--- config.mk ---
export PLATFORM = sky130hd
export DESIGN_NAME = adc_trig_sel
export DESIGN_NICKNAME = d
export VERILOG_FILES = /design/src/rtl/adc_trig_pkg.sv /design/src/rtl/trig_ctrl_reg.sv /design/src/rtl/trig_edge_det.sv /design/src/rtl/trig_start_gen.sv /design/src/rtl/adc_trig_sel.sv
export SDC_FILE = /design/constraint.sdc
export NUM_CORES = 1
export LEC_CHECK = 0
export BUFFER_PORTS_ARGS = -buffer_cell sky130_fd_sc_hd__buf_2
export CAP_MARGIN = 40
export CORE_AREA = 2 2 39 41
export CTS_CLUSTER_DIAMETER = 100
export DETAILED_ROUTE_END_ITERATION = 8
export DIE_AREA = 0 0 41 43
export PLACE_DENSITY = 0.53
export SYNTH_ARGS = -nofsm -noshare
export SYNTH_HDL_FRONTEND = slang
export SYNTH_SLANG_ARGS = --single-unit
--- constraint.sdc ---
create_clock -name clk -period 1.8 [get_ports clk]
set_input_delay 0.27 -clock clk [delete_from_list [all_inputs] [get_ports clk]]
set_output_delay 0.27 -clock clk [all_outputs]
set_load 0.005 [all_outputs]
--- src/rtl/adc_trig_pkg.sv ---
package adc_trig_pkg;
    localparam int SRC_CNT   = 8;
    localparam int SEL_W     = $clog2(SRC_CNT);
    localparam int REG_W     = 8;
    localparam int AUX_BIT   = 6;
    localparam logic [SEL_W-1:0] FREE_RUN_SEL = '0;

    typedef struct packed {
        logic             aux;
        logic [SEL_W-1:0] sel;
    } trig_ctrl_t;

    function automatic logic [REG_W-1:0] pack_ctrl(input trig_ctrl_t c);
        logic [REG_W-1:0] v;
        v = '0;
        v[AUX_BIT]     = c.aux;
        v[SEL_W-1:0]   = c.sel;
        return v;
    endfunction

    function automatic trig_ctrl_t unpack_ctrl(input logic [REG_W-1:0] v);
        trig_ctrl_t c;
        c.aux = v[AUX_BIT];
        c.sel = v[SEL_W-1:0];
        return c;
    endfunction
endpackage

--- src/rtl/trig_ctrl_reg.sv ---
module trig_ctrl_reg
    import adc_trig_pkg::*;
(
    input  logic             clk,
    input  logic             rst,
    input  logic             wr,
    input  logic [REG_W-1:0] wdata,
    output trig_ctrl_t       ctrl,
    output logic [REG_W-1:0] rdata
);
    trig_ctrl_t ctrl_q;

    always_ff @(posedge clk) begin
        if (rst)
            ctrl_q <= '0;
        else if (wr)
            ctrl_q <= unpack_ctrl(wdata);
    end

    assign ctrl  = ctrl_q;
    assign rdata = pack_ctrl(ctrl_q);
endmodule

--- src/rtl/trig_edge_det.sv ---
module trig_edge_det
    import adc_trig_pkg::*;
(
    input  logic               clk,
    input  logic               rst,
    input  logic [SRC_CNT-1:0] flags,
    input  logic [SEL_W-1:0]   sel,
    input  logic               wr,
    input  logic [SEL_W-1:0]   wr_sel,
    output logic               rise
);
    logic cur_flag;
    logic prev_q;
    logic to_free_run;

    assign cur_flag    = flags[sel];
    assign to_free_run = wr && (wr_sel == FREE_RUN_SEL);
    assign rise        = cur_flag && !prev_q;

    always_ff @(posedge clk) begin
        if (rst)
            prev_q <= 1'b0;
        else if (to_free_run)
            prev_q <= flags[FREE_RUN_SEL];
        else
            prev_q <= cur_flag;
    end
endmodule

--- src/rtl/trig_start_gen.sv ---
module trig_start_gen (
    input  logic clk,
    input  logic rst,
    input  logic rise,
    input  logic auto_en,
    input  logic adc_en,
    input  logic busy,
    output logic start
);
    logic start_q;

    always_ff @(posedge clk) begin
        if (rst)
            start_q <= 1'b0;
        else
            start_q <= rise && auto_en && adc_en && !busy;
    end

    assign start = start_q;
endmodule

--- src/rtl/adc_trig_sel.sv ---
module adc_trig_sel
    import adc_trig_pkg::*;
(
    input  logic         clk,
    input  logic         rst,
    input  logic         ctrl_wr,
    input  logic [7:0]   ctrl_wdata,
    output logic [7:0]   ctrl_rdata,
    input  logic         auto_en,
    input  logic         adc_en,
    input  logic         conv_busy,
    input  logic [7:0]   src_flags,
    output logic         start_pulse
);
    trig_ctrl_t ctrl;
    logic       rise;

    trig_ctrl_reg u_reg (
        .clk   (clk),
        .rst   (rst),
        .wr    (ctrl_wr),
        .wdata (ctrl_wdata),
        .ctrl  (ctrl),
        .rdata (ctrl_rdata)
    );

    trig_edge_det u_edge (
        .clk    (clk),
        .rst    (rst),
        .flags  (src_flags),
        .sel    (ctrl.sel),
        .wr     (ctrl_wr),
        .wr_sel (ctrl_wdata[SEL_W-1:0]),
        .rise   (rise)
    );

    trig_start_gen u_start (
        .clk     (clk),
        .rst     (rst),
        .rise    (rise),
        .auto_en (auto_en),
        .adc_en  (adc_en),
        .busy    (conv_busy),
        .start   (start_pulse)
    );
endmodule

# Word-level counts from Yosys, hierarchy flattened
# Cells that the tools add are included.
# W data, S select, Z words.
totals:
  register_bits: 6
  inputBits: 22
  output_inout_bits: 9
  elab_cells: 16
op_classes:
  magnitude_cmp: 1
  muxes: 3
  reduce_logical: 8
ops:
  columns: ["operator", "n"]
  rows:
  - ["$logic_and A1 B1 Y1", 5]
  - ["$lt A3 B4 Y1 const B", 1]
  - ["$bmux W1 S3", 1]
  - ["$logic_not A3 Y1", 1]
  - ["$logic_not A1 Y1", 2]
  - ["$mux W1", 2]

# Logic depth before layout (Yosys ltp)
depth:
  depth_word: 6
  mapped_depth: 4

# Cells and area by module
# From an unflattened synthesis, not the netlist that was laid out.
unflattened:
  hier_cells: 36
  area_unflattened_um2: 354.1
by_module_without_submodules:
  columns: ["mod", "instances", "cells_each", "area_each_um2", "seq_area_each_um2"]
  rows:
  - ["trig_ctrl_reg", 1, 22, 203.9, 80.1]
  - ["trig_edge_det", 1, 11, 117.6, 20.0]
  - ["trig_start_gen", 1, 3, 32.5, 20.0]

# Least setup slack after synthesis
# No wires, ideal clock.
synth_timing:
  path_kind: "register -> register"
  startpoint: "register u_reg.ctrl_q (netlist bit u_reg.ctrl[0])"
  endpoint: "register u_edge.prev_q"
  arrival_time_ns: 1.186
  slack_ns: 0.529
  path_stages_with_launch: 5
  path_buffers: 1
  period_less_slack_ns: 1.271
  path_cell_list: "dfxtp_1 > buf_6 > mux2i_1 > mux4_2 > a211oi_1"
synth_via:
  elab_chain_len: 3
synth_rtl:
  columns: ["element", "line_no", "rtl"]
  rows:
  - ["from (decl)", "trig_ctrl_reg.sv:11", "trig_ctrl_t ctrl_q;"]
  - ["from (signal assigned)", "trig_ctrl_reg.sv:17", "ctrl_q <= unpack_ctrl(wdata);"]
  - ["$bmux W1 S3", "trig_edge_det.sv:16", "assign cur_flag = flags[sel];"]
  - ["$mux W1 (not written as such)", "trig_edge_det.sv:16", null]
  - ["$mux W1", "trig_edge_det.sv:23", "else if (to_free_run)"]
  - ["to (signal assigned)", "trig_edge_det.sv:24", "prev_q <= flags[FREE_RUN_SEL];"]
  - ["to (signal assigned)", "trig_edge_det.sv:26", "prev_q <= cur_flag;"]
  - ["to (decl)", "trig_edge_det.sv:13", "logic prev_q;"]
# No other way between the ends. The select of a mux whose other input is x is not followed.
# A chain may end at the register's enable or synchronous reset.

# Worst setup path in the final report
# Same ends and word-level chain as after synthesis.

==> insert_results.sql <==
INSERT INTO impl_metrics (metric_group, metric, value, unit) VALUES
('timing', 'min_tclk_post_route', '1.35', 'ns'),
('synth', 'yosysTopAreaCellShare', '37.2', '%'),
('synth', 'post_synth_num_cell_types', '12', ''),
('clock_network', 'cts_root_buffer', 'sky130_fd_sc_hd__clkbuf_4', ''),
('synth', 'synth.yosys.warnings', '0', ''),
('flow_run', 'drv_cap', '0', ''),
('cells_and_area', 'layout-drive-gt1-share', '48.1', '%'),
('cells_and_area', 'stdcell_count', '70', ''),
('floorplan', 'start_util', '23.3', '%'),
('floorplan', 'std_cell_rows', '14', ''),
('power_and_ir_drop', 'p_per_area', '740', 'nW/um^2'),
('synth', 'synthesis.area_per_instance', '10.1', 'sq um'),
('placed_design', 'port_buffers', '22', ''),
('routing', 'vias_per_cell', '3.99', ''),
('setup_path', 'timing.critical_path.fanout_max', '6', ''),
('timing', 'achievable-frequency', '0.738', 'GHz'),
('grt', 'grt_first_pass_wirelength', '1.10', 'mm'),
('synth', 'synth.area.top_cells', 'sky130_fd_sc_hd__dfxtp_1 (37%), sky130_fd_sc_hd__mux2i_1 (25%), sky130_fd_sc_hd__buf_4 (9.3%)', ''),
('synth', 'ys_ff_latch', '6', ''),
('cells_and_area', 'area_growth_syn_to_layout', '36.4', '%'),
('cells_and_area', 'nets', '78', ''),
('power_and_ir_drop', 'leakage', '0.000227', 'uW'),
('setup_path', 'cpMaxStageDelayCell', 'sky130_fd_sc_hd__mux4_2', ''),
('clock_network', 'clock_tree.htree_level_count', '1', ''),
('setup_path', 'cpPeakStageDelay', '0.50', 'ns'),
('run_status', 'status', 'complete, no violations', ''),
('routing', 'drt_drc_violations_left', '0', ''),
('cells_and_area', 'antenna_cells_inserted', '0', ''),
('routing', 'drtPass1Iterations', '1', ''),
('synth', 'synth_seq_area_share', '37.2', '%'),
('grt', 'grt_overflow_total', '0', ''),
('placed_design', 'detailedPlace.worstSlack', '0.445', 'ns'),
('floorplan', 'die_x', '41', 'microns'),
('setup_path', 'r2r.worst_path.cells', '3', ''),
('cells_and_area', 'fillCellCount', '150', ''),
('routing', 'wl', '668', 'microns'),
('setup_path', 'start_kind', 'register', ''),
('floorplan', 'ioPinCount', '31', ''),
('clock_network', 'cts.repair_timing.setup_buffer_count', '0', ''),
('clock_network', 'resized_cells_post_cts', '0', ''),
('setup_path', 'cp_cell_sequence', 'mux2i_1 -> mux4_2 -> a211oi_1', ''),
('grt', 'grt_max_degree', '7', ''),
('timing', 'setup_viol', '0', ''),
('timing', 'final_worst_setup_slack', '0.446', 'ns'),
('clock_network', 'cts_hold_buffers', '0', ''),
('setup_path', 'setup.worst_path.class', 'register to register', ''),
('timing', 'final_max_slew_viol_count', '0', ''),
('clock_network', 'clk_transition_reported_paths', '0.05', 'ns'),
('clock_network', 'tritoncts', 'built', ''),
('clock_network', 'clock_tree.buffer_depth', '2', ''),
('hold_path', 'min_delay_path_depth', '3', ''),
('setup_path', 'worstSetupEndpointType', 'register', ''),
('setup_path', 'timing.critical_path.arrival', '1.51', 'ns'),
('clock_network', 'cts-buffers-inserted', '3', ''),
('synth', 'synth_cells', '32', ''),
('placed_design', 'gpl.final_weighted_congestion', '0.633', ''),
('clock_network', 'tritoncts_num_sinks', '6', ''),
('routing', 'drt_first_iter_violations', '0', ''),
('power_and_ir_drop', 'max-vdd-ir-drop', '0.282', 'mV'),
('placed_design', 'detailed_place_hpwl', '538', 'microns'),
('timing', 'finalHoldViolations', '0', ''),
('routing', 'drtAntennaViolNets', '0', ''),
('floorplan', 'die_area', '1760', 'sq um'),
('floorplan', 'die_y', '43', 'microns'),
('timing', 'setup_tns', '0', 'ns'),
('grt', 'grt_antenna_before_repair', '0', ''),
('grt', 'globalRouteTotalUtil', '9.67', '%'),
('cells_and_area', 'fin_util', '31.8', '%'),
('synth', 'post-synth-top-area-cell', 'sky130_fd_sc_hd__dfxtp_1', ''),
('setup_path', 'crit_required', '1.96', 'ns'),
('synth', 'netlist_area', '323', 'sq um'),
('clock_network', 'insertion_delay', '0.24', 'ns'),
('cells_and_area', 'layout.cell_area.non_filler', '440', 'sq um'),
('grt', 'first_global_vias', '279', ''),
('placed_design', 'postPlaceCellArea', '418', 'sq um'),
('floorplan', 'design.core.area', '1380', 'sq um'),
('hold_path', 'hold_path_class', 'input port to register', ''),
('timing', 'rsz0062_at_grt', 'false', ''),
('timing', 'min_period_over_period', '75.2', '%'),
('timing', 'clock-skew-final', '0.000959', 'ns'),
('placed_design', 'place_inst', '67', ''),
('routing', 'dr_total_vias', '279', ''),
('routing', 'routedWlPerCell', '9.54', 'microns');
==> stage by stage <==
stage	power (uW)	hold WS (ns)
floorplan	185	0.342
global placement	204	0.379
detailed placement	205	0.388
CTS	335	0.252
global route	344	0.261
finish	326	0.259
==> layer usage <==
layer	vias to the layer above	part of all wire, %	track usage [%]
li1	146	-	-
met1	125	37	10.4
met2	8	56	14.4
met3	0	7.2	3.14
met4	0	0	8.00
met5	-	0	0
==> power by group <==
group          total (uW)  internal (uW)  switching (uW)
registers             148            141            6.31
logic                53.6           32.3            21.3
clock network         125           75.5            49.2
total                 326            249            76.8
==> layout make-up <==
type,instances,area (sq um),share of cell area (%)
Multi-Input combinational cell,23,168,38.1
Timing Repair Buffer,22,110,25.0
Sequential cell,6,120,27.3
Tap cell,16,20.0,4.55
Clock buffer,3,22.5,5.11
==> cell families (layout without fill, tap and decap cells) <==
family | after synthesis | after routing | synth area share (%)
mux | 9 | 9 | 31.8
simple gates | 9 | 9 | 13.2
flops | 6 | 6 | 37.2
buf+inv | 6 | 25 | 14.3
other cells | 1 | 4 | 1.16
compound gates | 1 | 1 | 2.33
==> critical path, delay by kind of cell, from the launching register on <==
family | cells | cell delay (ns)
mux | 2 | 0.61
flops | 1 | 0.47
compound gates | 1 | 0.20
==> cells in the final DEF, fill, tap and decap left out, drive strengths merged <==
master / n
a211oi: 1
buf: 22
clkbuf: 3
conb: 4
dfxtp: 6
mux2i: 8
mux4: 1
nand3: 1
nor2: 6
nor3: 1
or4b: 1
==> cell usage after synthesis, drive strengths merged <==
cell / n
buf: 6
nand3: 1
conb: 1
dfxtp: 6
nor3: 1
nor2: 6
mux4: 1
mux2i: 8
or4b: 1
a211oi: 1
==> registers in the layout, summed over array words and instances, names as in the netlist <==
name / cells
u_start.start: 1
u_edge.prev_q: 1
u_reg.ctrl: 4
==> final timing paths <==
kind / from / to / slack (ns)
max: u_reg.ctrl[0]$_SDFFE_PP0P_ / u_edge.prev_q$_SDFF_PP0_ / 0.45
max reg2reg: u_reg.ctrl[0]$_SDFFE_PP0P_ / u_edge.prev_q$_SDFF_PP0_ / 0.45
min: auto_en / u_start.start$_SDFF_PP0_ / 0.26
min reg2reg: u_edge.prev_q$_SDFF_PP0_ / u_start.start$_SDFF_PP0_ / 0.39
Power figures use the tool's default switching activity.
